<file path="src/rtl/pci_pkg.sv">
package pci_pkg;

  typedef enum logic [1:0] {
    CLR_NONE  = 2'd0,
    CLR_READ  = 2'd1,
    CLR_WRITE = 2'd2
  } clr_src_e;

  // Decide which access, if any, re-arms the detector this cycle.
  function automatic clr_src_e clear_source(input logic sel,
                                            input logic rd,
                                            input logic wr,
                                            input logic rise,
                                            input logic fall);
    clr_src_e s;
    s = CLR_NONE;
    if (sel && rd && rise)      s = CLR_READ;
    else if (sel && wr && fall) s = CLR_WRITE;
    return s;
  endfunction

  function automatic int grp_count(input int width, input int grp);
    return (width + grp - 1) / grp;
  endfunction

  function automatic int grp_hi(input int width, input int grp, input int idx);
    return ((idx + 1) * grp > width) ? width - 1 : (idx + 1) * grp - 1;
  endfunction

endpackage

</file>
<file path="src/rtl/pci_clear_qual.sv">
module pci_clear_qual
  import pci_pkg::*;
(
  input  logic     dev_sel,
  input  logic     rd_ack,
  input  logic     wr_ack,
  input  logic     scl_rise,
  input  logic     scl_fall,
  output clr_src_e clr_src,
  output logic     clr_evt
);
  always_comb begin
    clr_src = clear_source(dev_sel, rd_ack, wr_ack, scl_rise, scl_fall);
    clr_evt = (clr_src != CLR_NONE);
  end
endmodule

</file>
<file path="src/rtl/pci_ref_store.sv">
module pci_ref_store #(
  parameter int PIN_W = 16
) (
  input  logic             clk,
  input  logic             rst_n,
  input  logic [PIN_W-1:0] pins,
  input  logic             clr_evt,
  output logic             armed,
  output logic [PIN_W-1:0] ref_q
);
  always_ff @(posedge clk or negedge rst_n) begin
    if (!rst_n) begin
      armed <= 1'b0;
      ref_q <= '0;
    end else if (!armed) begin
      armed <= 1'b1;
      ref_q <= pins;
    end else if (clr_evt) begin
      ref_q <= pins;
    end
  end
endmodule

</file>
<file path="src/rtl/pci_diff.sv">
module pci_diff
  import pci_pkg::*;
#(
  parameter int PIN_W = 16,
  parameter int GRP_W = 8
) (
  input  logic [PIN_W-1:0] cur,
  input  logic [PIN_W-1:0] snap,
  output logic             any_diff
);
  localparam int NGRP = grp_count(PIN_W, GRP_W);

  logic [NGRP-1:0] grp_diff;

  for (genvar g = 0; g < NGRP; g++) begin : g_grp
    localparam int LO = g * GRP_W;
    localparam int HI = grp_hi(PIN_W, GRP_W, g);
    assign grp_diff[g] = |(cur[HI:LO] ^ snap[HI:LO]);
  end

  assign any_diff = |grp_diff;
endmodule

</file>
<file path="src/rtl/pci_irq_out.sv">
module pci_irq_out (
  input  logic clk,
  input  logic rst_n,
  input  logic armed,
  input  logic clr_evt,
  input  logic any_diff,
  output logic int_n
);
  logic req_q;

  always_ff @(posedge clk or negedge rst_n) begin
    if (!rst_n) req_q <= 1'b0;
    else        req_q <= armed && !clr_evt && any_diff;
  end

  assign int_n = !req_q;
endmodule

</file>
<file path="src/rtl/pin_change_irq.sv">
module pin_change_irq
  import pci_pkg::*;
#(
  parameter int PIN_W = 16,
  parameter int GRP_W = 8
) (
  input  logic             clk,
  input  logic             rst_n,
  input  logic [PIN_W-1:0] pins,
  input  logic             dev_sel,
  input  logic             rd_ack,
  input  logic             wr_ack,
  input  logic             scl_rise,
  input  logic             scl_fall,
  output logic             int_n
);
  clr_src_e         clr_src;
  logic             clr_evt;
  logic             armed;
  logic [PIN_W-1:0] ref_q;
  logic             any_diff;

  pci_clear_qual u_qual (
    .dev_sel (dev_sel),
    .rd_ack  (rd_ack),
    .wr_ack  (wr_ack),
    .scl_rise(scl_rise),
    .scl_fall(scl_fall),
    .clr_src (clr_src),
    .clr_evt (clr_evt)
  );

  pci_ref_store #(.PIN_W(PIN_W)) u_ref (
    .clk    (clk),
    .rst_n  (rst_n),
    .pins   (pins),
    .clr_evt(clr_evt),
    .armed  (armed),
    .ref_q  (ref_q)
  );

  pci_diff #(.PIN_W(PIN_W), .GRP_W(GRP_W)) u_diff (
    .cur     (pins),
    .snap    (ref_q),
    .any_diff(any_diff)
  );

  pci_irq_out u_out (
    .clk     (clk),
    .rst_n   (rst_n),
    .armed   (armed),
    .clr_evt (clr_evt),
    .any_diff(any_diff),
    .int_n   (int_n)
  );
endmodule

</file>
<file path="config.mk">
export PLATFORM = sky130hd
export DESIGN_NAME = pin_change_irq
export DESIGN_NICKNAME = d
export VERILOG_FILES = /design/src/rtl/pci_pkg.sv /design/src/rtl/pci_clear_qual.sv /design/src/rtl/pci_ref_store.sv /design/src/rtl/pci_diff.sv /design/src/rtl/pci_irq_out.sv /design/src/rtl/pin_change_irq.sv
export SDC_FILE = /design/constraint.sdc
export NUM_CORES = 1
export LEC_CHECK = 0
export BUFFER_PORTS_ARGS = -buffer_cell sky130_fd_sc_hd__clkbuf_2
export CAP_MARGIN = 20
export CORE_ASPECT_RATIO = 0.9
export CORE_UTILIZATION = 40
export DETAILED_ROUTE_END_ITERATION = 8
export GPL_TIMING_DRIVEN = 1
export PLACE_DENSITY_LB_ADDON = 0.05
export RECOVER_POWER = 50
export SLEW_MARGIN = 25
export SYNTH_ARGS = -nofsm -noshare
export SYNTH_HDL_FRONTEND = slang
export SYNTH_SLANG_ARGS = --single-unit
</file>
<file path="constraint.sdc">
create_clock -name clk -period 1.47 [get_ports clk]
set_input_delay 0 -clock clk [delete_from_list [all_inputs] [get_ports clk]]
set_output_delay 0 -clock clk [all_outputs]
set_load 0.005 [all_outputs]
</file>
After elaboration in Yosys (flattened, before gate mapping)
Index checks and enable logic that the tools add are counted.
Storage, ports and cells
  RAM bits: 0
  output and inout port bits: 1
  ROM bits: 0
  bits in registers: 18
  memories: 0
  latch bits: 0
  logic and storage cells: 20
Operators by class
  equal/unequal tests: 1
  $mul: 0
  shift-type cells: 0
  mux-type cells: 4
  divide/modulo/power cells: 0
  bitwise logic cells: 2
  reduce and logical (&&, ||, !) cells: 10
  add/subtract/negate cells: 0
  magnitude comparators: 0
Operators by type and width (number)
  $mux W16: 2
  $reduce_or A16 Y1: 1
  $xor A8 B8 Y8: 2
  $logic_and A1 B1 Y1: 6
  $mux W2: 2
  $logic_not A1 Y1: 2
  $ne A2 B1 Y1 const B: 1
  $reduce_bool A2 Y1: 1

Depth between registers and ports, before layout
Gate-level depths: netlist of the first run.
  word-level depth: 8
  mapped depth: 4
  gate-level depth less buffers: 4

Cells and area by module
Synthesis of the first run repeated with hierarchy kept, for this count alone.
Unflattened totals
  cells, all modules: 66
  area, all modules: 930.9 sq um
Modules (own cells, without submodules)
  pci_ref_store: cells an instance 37, area an instance 691.9 sq um, times used 1
  pci_diff: cells an instance 21, area an instance 171.4 sq um, times used 1
  pci_irq_out: cells an instance 3, area an instance 37.5 sq um, times used 1
  pci_clear_qual: cells an instance 5, area an instance 30.0 sq um, times used 1

Worst setup path after synthesis of the first run
OpenSTA, ideal clock, no wires.
  path type: register -> register
  start: register u_ref.armed
  end: register u_ref.ref_q[10]
  buffers on the path: 1
  setup time: 125 ps
  stages on the path, launching flop included: 4
  required time: 1345 ps
  data arrival time: 981 ps
  clock period less this slack: 1106 ps
  setup slack: 364 ps
  cell sequence: dfrtp_1 -> o21ai_4 -> buf_6 -> mux2_4
Between the ends
  word-level cells in the longest chain between the ends: 1
  elaborated cells on any way between the ends: 2
  classes of those cells: 1 x eq/ne; 1 x mux
RTL lines
  from (decl): line pci_ref_store.sv:8  | output logic armed,
  from (signal assigned): line pci_ref_store.sv:13  | armed <= 1'b0;
  from (signal assigned): line pci_ref_store.sv:16  | armed <= 1'b1;
  $ne A2 B1 Y1 (no source line) / $mux W16 (equally long branches)
  to (signal assigned): line pci_ref_store.sv:17  | ref_q <= pins;
  to (signal assigned): line pci_ref_store.sv:19  | ref_q <= pins;
  to (decl): line pci_ref_store.sv:9  | output logic [PIN_W-1:0] ref_q
Several ways; a longest one is shown, not always the timed one.
A chain may end at the register's enable or synchronous reset.

Worst setup path after layout of the first run
  start: register u_ref.ref_q[6]
  end: register u_out.req_q
Between the ends
  word-level cells in the longest chain between the ends: 3
RTL lines
  $xor A8 B8 Y8: line pci_diff.sv:18  | assign grp_diff[g] = |(cur[HI:LO] ^ snap[HI:LO]);
  $reduce_or A16 Y1: line pci_diff.sv:21  | assign any_diff = |grp_diff;
  $logic_and A1 B1 Y1: line pci_irq_out.sv:13  | else req_q <= armed && !clr_evt && any_diff;
  to (signal assigned): line pci_irq_out.sv:13
  to (decl): line pci_irq_out.sv:9  | logic req_q;
Every way passes these cells.

==> impl.org, run 1 <==
** Drt
- Dividing the detail-routed via count by the number of cells gives 4.70.
- After the first detailed-routing iteration, the DRC count stood at 1.
- Number of optimization iterations in the first detailed-route pass :: 3
- After detailed routing, the number of remaining DRC violations is 0.
- The final route contains about 610 vias.
- After detailed routing, the total wire length is 1.47 mm.
- Final antenna-violating net count :: 0
- After detailed routing, the average wire length per cell comes to 11.3 um.

** Global route
- Number of global-route vias before repair :: 599
- The total overflow left after global routing is 0.
- Pin count of the biggest net entering global routing :: 19
- The number of antenna violations at the first check in global routing was 0.
- In the global route stage, overall resource usage came out at between 10% and 20%.
- The first global-routing pass estimated 2.40 mm of wire.
- For met3 alone, demand over resource in global routing was a little under 7%.
- Global routing consumed, on the met1 layer, 15.2% of the routing resources.
- Most Crowded Layer GR :: met2
- For met2 alone, demand over resource in global routing was between 20% and 30%.

** Yosys
- For this run, the number of Yosys warnings is 0.
- Register bit count reported by yosys :: 18
- After synthesis, the cell types taking the most area are sky130_fd_sc_hd__dfrtp_1 (51%), sky130_fd_sc_hd__xnor2_1 (16%), sky130_fd_sc_hd__mux2_4 (15%).
- Synthesized netlist net count :: 85
- Post-synthesis cell type with the largest combined area :: sky130_fd_sc_hd__dfrtp_1
- Post-synthesis area per instance :: 14.4 um^2
- Sequential area share after synthesis :: 50.6%
- Cell Area, Synth :: 891 um^2
- Of the post-synthesis cell area, the dominant cell type holds 50.6%.
- The netlist uses 12 different library cells.
- Synth Instances :: 62

** Setup path
- The worst setup path is captured at a register.
- Worst path buffer plus inverter count :: 0
- Type of element launching the critical path :: register
- On the critical path, the stage with the largest delay is an instance of sky130_fd_sc_hd__dfrtp_1.
- Path type of the worst setup path :: reg -> reg
- Crit-path max FO :: 2
- CP peak stage delay :: 410 ps
- Data required time of the worst path :: 1630 ps
- On the critical path the largest part of the delay comes from simple AND/OR/NAND/NOR gates.
- Data arrives at the worst endpoint at approximately 1400 ps.
- Walking the worst path, the cells encountered are xnor2_1 -> nand4_1 -> nor4_1 -> nor2_1.

** CTS
- For this design, the sink count on the clock tree is 18.
- Post-cts resize count :: 0
- For the worst-skew pair, the clock arrives at the later sink with an insertion delay of between 200 and 300 ps.
- TritonCTS built the clock tree.
- In this run the post-CTS setup repair buffer count came out at 0.
- The tree is rooted in a sky130_fd_sc_hd__clkbuf_4.
- TritonCTS created 3 clock buffers.
- Buffer levels on the longest clock path :: 2
- Clock input transition at the sequential cells of the worst setup and hold paths :: 100 ps
- Hold-fix buffers at CTS :: 17
- Maximum level of the CTS H-tree :: 1

** Floorplan
- Die height :: 46.8 um
- Area of the core region :: around 2000 um^2
- Initial cell density of the core :: 44.4%
- Number of placement rows :: 15
- Die Footprint :: 2420 um^2
- During I/O placement, the number of pins put on the boundary was 24.
- Chip Width :: 51.7 um

** Timing
- Endpoints failing hold :: 0
- Based on the critical path, the design can be clocked at up to 0.817 GHz.
- Number of setup violations in the final report :: 0
- The worst path in the final design needs a cycle of 1220 ps, including I/O delays and setup.
- Slew margin rel. :: 36.9%
- Of the available clock period, the critical path in the final layout requires 83.3%.
- The count of pins over their slew limit was 0.
- Adding up every negative setup slack in the final design gives 0 ps.
- Setup repair after global routing missed its margin :: no
- Clock skew on the completed layout was measured at 2.36 ps.
- Post-Route Hold Slack :: 247 ps
- Slew @ Worst Pin :: 947 ps

** Power
- Share of power burned in the clock network :: 27.0%
- Sw power :: between 200 and 300 uW
- IR analysis of the VDD net gives a maximum drop of 0.799 mV.
- Per report_power, the combinational group accounts for 21.8% of the total.
- Internal power comes to 859 uW.
- For this design the static power due to leakage is 0.555 nW.
- In this run switching power makes up approximately 24% of total power.
- Registers are responsible for 51.2% of the overall power.
- In this run the power density over the cells is 920 nW/um^2.

** Cells and area
- Highest-count cells in the layout ignoring fill and taps :: sky130_fd_sc_hd__clkbuf_2 (22), sky130_fd_sc_hd__dfrtp_1 (18), sky130_fd_sc_hd__dlygate4sd3_1 (17)
- Once layout is complete, the cells apart from fillers number 130.
- Count of antenna diodes in the layout :: 0
- Area growth from synthesis to layout :: 38.2%
- Core utilization of the finished layout :: 61.3%
- Final net count :: 129
- Post-route design area :: 1230 um^2
- Of the cells placed in the final design, the portion with a size suffix greater than 1 is a little over two fifths.
- The library cell used most frequently in the layout, excluding fill and tap cells, is sky130_fd_sc_hd__clkbuf_2.

** Placed design
- In this run the cell area measured after placement is 1030 um^2.
- Final HPWL from detailed placement :: slightly below 1 mm
- GP Congestion :: 0.653
- Port buffering added 23 buffers.
- Number of placed instances with taps included :: between 100 and 150

** Run status
- The flow ran to the end, and the final reports show no timing, DRC or antenna violations.

** Job
- The tool flagged a number of max-cap violations equal to 0.

** Worst hold path
- The path class of the tightest hold or removal check is in -> reg.
stage by stage:
step | power (mW) | setup slack (ps)
after floorplan | 0.736 | 364
after global placement | 0.800 | 219
after detailed placement | 0.804 | 215
after CTS | 1.15 | 230
after global routing | 1.19 | 181
final | 1.13 | 246
flip-flops by register name, indices dropped and copies added (netlist names):
name         count
u_ref.ref_q     16
u_out.req_q      1
u_ref.armed      1
worst register-to-register path: stages (launching register included):
cell	delay, ps
sky130_fd_sc_hd__dfrtp_1	410
sky130_fd_sc_hd__xnor2_1	190
sky130_fd_sc_hd__nand4_1	130
sky130_fd_sc_hd__nor4_1	300
sky130_fd_sc_hd__nor2_1	60
path summary, 6_finish.rpt:
kind	slack, ps	to	cells after the start	from
min in group asynchronous	350	u_ref.ref_q[10]	2	rst_n
worst min-delay path	250	u_out.req_q	4	dev_sel
max in group asynchronous	540	u_ref.ref_q[4]	2	rst_n
worst max-delay path	250	u_out.req_q	4	u_ref.ref_q[6]
worst max register to register	250	u_out.req_q	4	u_ref.ref_q[6]
worst min register to register	540	u_ref.ref_q[14]	1	u_ref.ref_q[14]
synthesized netlist by cell type:
cell type                 instances
sky130_fd_sc_hd__xnor2_1         16
sky130_fd_sc_hd__o21ai_4          1
sky130_fd_sc_hd__inv_1            2
sky130_fd_sc_hd__a22oi_2          1
sky130_fd_sc_hd__nor4_1           1
sky130_fd_sc_hd__nand4_1          4
sky130_fd_sc_hd__conb_1           1
sky130_fd_sc_hd__buf_6            1
sky130_fd_sc_hd__nor2_1           1
sky130_fd_sc_hd__dfrtp_1         18
sky130_fd_sc_hd__mux2_2           7
sky130_fd_sc_hd__mux2_4           9
kinds of logic (layout without fill, tap and decap cells):
family | Yosys count | in the layout | share of synthesized area, %
other | 1 | 1 | 0.421
xor gates and xnor gates | 16 | 16 | 15.7
buffers and inverters | 3 | 46 | 2.11
DFF | 18 | 18 | 50.6
AOI/OAI and AO/OA | 2 | 2 | 3.23
and+or+nand+nor | 6 | 6 | 3.93
muxes | 16 | 16 | 24.0
per-layer routing:
layer / vias to the layer above / share of wire, %
met3: 0 / 5.7
met2: 17 / 50
met1: 296 / 45
li1: 298 / -
met5: - / 0
met4: 0 / 0
layout make-up:
type                    count  area, um^2
inverters                   2        7.51
flip-flops and latches     18         450
multi-input cells          41         422
repair buffers             40         284
well taps                  25        31.3
fillers                   164         777
clock buffers               4        36.3
power groups by stage:
| stage | Clock (mW) | Combinational (mW) | Sequential [mW] |
|---|---|---|---|
| floorplan | 0 | 0.154 | 0.583 |
| global placement | 0 | 0.213 | 0.587 |
| detailed placement | 0 | 0.215 | 0.589 |
| CTS | 0.321 | 0.251 | 0.581 |
| global route | 0.336 | 0.272 | 0.586 |
| finish | 0.306 | 0.247 | 0.580 |
Note: power is estimated with default switching activity, not from simulation.
==> run 2: changes to the inputs <==
Clock period 1.47 ns to 1.2 ns, I/O delays scaled along.
==> impl.org, run 2 (same netlist as run 1, synthesis figures left out) <==
** CTS
- Buffer levels on the longest clock path :: 2
- Number of clock sinks :: 18
- Clock input transition at the sequential cells of the worst setup and hold paths :: 100 ps
- Later-pin clock latency in the skew report :: slightly below 300 ps
- The number of clock buffers added by TritonCTS is 3.
- Maximum level of the CTS H-tree :: 1
- TritonCTS built the clock tree.
- Post-cts resize count :: 0
- Library cell used as clock root buffer :: sky130_fd_sc_hd__clkbuf_4

** Placed design
- Number of placed instances with taps included :: 109
- Total of buffers placed on input and output ports :: 23
- GP Congestion :: 0.658

** Timing
- In this run the tightest slew margin relative to its limit is between 30% and 40%.
- Share of the clock period used by the worst path after layout :: 94.1%
- The count of pins over their slew limit came to 0.
- Clock skew on the completed layout was measured at 2.06 ps.
- For the pin with the worst max-slew slack, the measured transition is between 900 and 1000 ps.
- Setup violations remaining at the end of the flow were counted as 0.
- Clock period minus final worst setup slack :: about 1100 ps
- Maximum clock frequency :: 0.886 GHz
- Setup repair after global routing left no endpoint under its margin.
- Endpoints failing hold :: 0

** Cells and area
- Fraction of layout cells with a size suffix above 1 :: a little over two fifths
- Leading cell type in the layout, fill and taps excluded :: sky130_fd_sc_hd__clkbuf_2
- Count of antenna diodes in the layout :: 0
- Highest-count cells in the layout ignoring fill and taps :: sky130_fd_sc_hd__clkbuf_2 (22), sky130_fd_sc_hd__dfrtp_1 (18), sky130_fd_sc_hd__dlygate4sd3_1 (17)
- u_ref.ref_q holds more flip-flops than any other register.
- Registers with the highest flip-flop counts :: u_ref.ref_q x16, u_out.req_q x1, u_ref.armed x1
- Area growth from synthesis to layout :: 42.7%
- Flip-flop count of the largest register after layout :: 16
- Non-filler cells in the finished layout :: 132
- The net count of the finished layout is roughly 130.
- Core utilization of the finished layout :: 63.3%

** Worst hold path
- Path category of the worst min-delay check :: in -> reg

** Global route
- The number of antenna violations at the first check in global routing was 0.
- Entering global routing, the biggest net connects 19 pins.
- Summed over all layers, the global routing overflow is 0.
- The first global-routing pass estimated 2.34 mm of wire.
- Global-route usage over all layers :: between 10% and 20%
- Number of global-route vias before repair :: 578

** Setup path
- STA puts the critical path data arrival time at 1310 ps.
- Critical path startpoint :: u_ref.ref_q[2]
- Type of element launching the critical path :: register
- Crit-path max FO :: 2
- For the worst setup path, the data required time is between 1000 and 1500 ps.
- For the worst flop-to-flop path, the logic depth is 4.
- Reg-to-reg setup timing slack :: approximately 70 ps
- Category of the worst setup path capture point :: register
- Critical R2R Capture :: u_out.req_q
- Reg-to-Reg Start :: u_ref.ref_q[2]
- Critical path endpoint :: u_out.req_q
- Path type of the worst setup path :: reg -> reg

** Power
- Maximum vdd ir drop :: 0.811 mV
- Cell Pwr Density :: 1100 nW/um^2
- Summed over all cells, the static leakage comes to 0.575 nW.

** Drt
- The detail route stage leaves a number of antenna-violating nets equal to 0.
- Via count :: 596
- In the routed layout, each cell is associated on average with a via count of about 4.5.
- Number of DRC markers after the initial detailed-route iteration :: 0
- Routed wire length :: between 1 and 1.5 mm
- Remaining design rule violation count :: 0
- Dividing the detail-routed wire length by the instance count gives 10.9 um.
- Number of optimization iterations in the first detailed-route pass :: 1

** Run status
- The flow ran to the end, and the final reports show no timing, DRC or antenna violations.

** Floorplan
- Initial cell density of the core :: 44.4%
- Number of placement rows :: 15
- Die height :: 46.8 um
- From left edge to right edge, the die measures slightly above 50 um.
- Die Footprint :: about 2400 um^2
- Io pins :: 24
- The core region is between 2000 and 2500 um^2.

** Job
- The tool flagged a number of max-cap violations equal to 0.
[run 2: cell types whose count changed in the layout (fill, tap and decap cells not counted), sizes merged]
cell,delta
buf,+2
[run 2: how the worst min path moves through the flow]
stage | end | cells past startpoint | start
after detailed placement | u_ref.ref_q[11] | 1 | rst_n
after global placement | u_ref.ref_q[10] | 1 | rst_n
after global routing | u_out.req_q | 5 | dev_sel
after CTS | u_ref.ref_q[4] | 2 | rst_n
after floorplan | u_out.req_q | 0 | rst_n
final | u_out.req_q | 5 | dev_sel
[run 2: timing repair]
item / 4_1_cts / 5_1_grt
endpoints found under the hold margin: 34 / 0
endpoints found under the setup margin: 1 / 1
pin swaps: 0 / 1
setup buffers: 2 / 0
hold buffers: 17 / 0
[run 2: critical path, cell delays in order (launching register included)]
cell and delay (ps):
sky130_fd_sc_hd__dfrtp_1 410, sky130_fd_sc_hd__xnor2_1 160, sky130_fd_sc_hd__nand4_1 110, sky130_fd_sc_hd__nor4_1 270, sky130_fd_sc_hd__nor2_1 60
[run 2: layout make-up]
| class | instances | area, um^2 |
|---|---|---|
| Sequential cell | 18 | 450 |
| Fill cell | 169 | 737 |
| Inverter | 2 | 7.51 |
| Multi-Input combinational cell | 41 | 422 |
| Clock buffer | 4 | 36.3 |
| Tap cell | 25 | 31.3 |
| Timing Repair Buffer | 42 | 324 |
[run 2: stage by stage]
stage	setup WS (ps)	TNS [ps]	hold WS, ps	instance area, um^2	total power [mW]
floorplan	94.2	0	-296	891	0.902
global placement	-47.5	-311	-23.5	1030	0.980
detailed placement	-67.5	-345	-27.8	1030	0.987
CTS	32.1	0	181	1270	1.43
global route	2.74	0	243	1270	1.48
finish	71.0	0	223	1270	1.40
[run 2: power breakdown]
part / internal (mW) / switching, mW / total [mW]
Clock: 0.185 / 0.182 / 0.367
Sequential: 0.668 / 0.0419 / 0.710
Combinational: 0.216 / 0.107 / 0.323
Total: 1.07 / 0.331 / 1.40
[run 2: routing by layer]
layer  vias up  part of all wire [%]  global-route usage, %
met5         -                     0                      0
met4         0                  0.63                   4.86
met3         2                   6.5                   6.80
met2        17                    46                   23.4
met1       275                    47                   16.7
li1        302                     -                      -
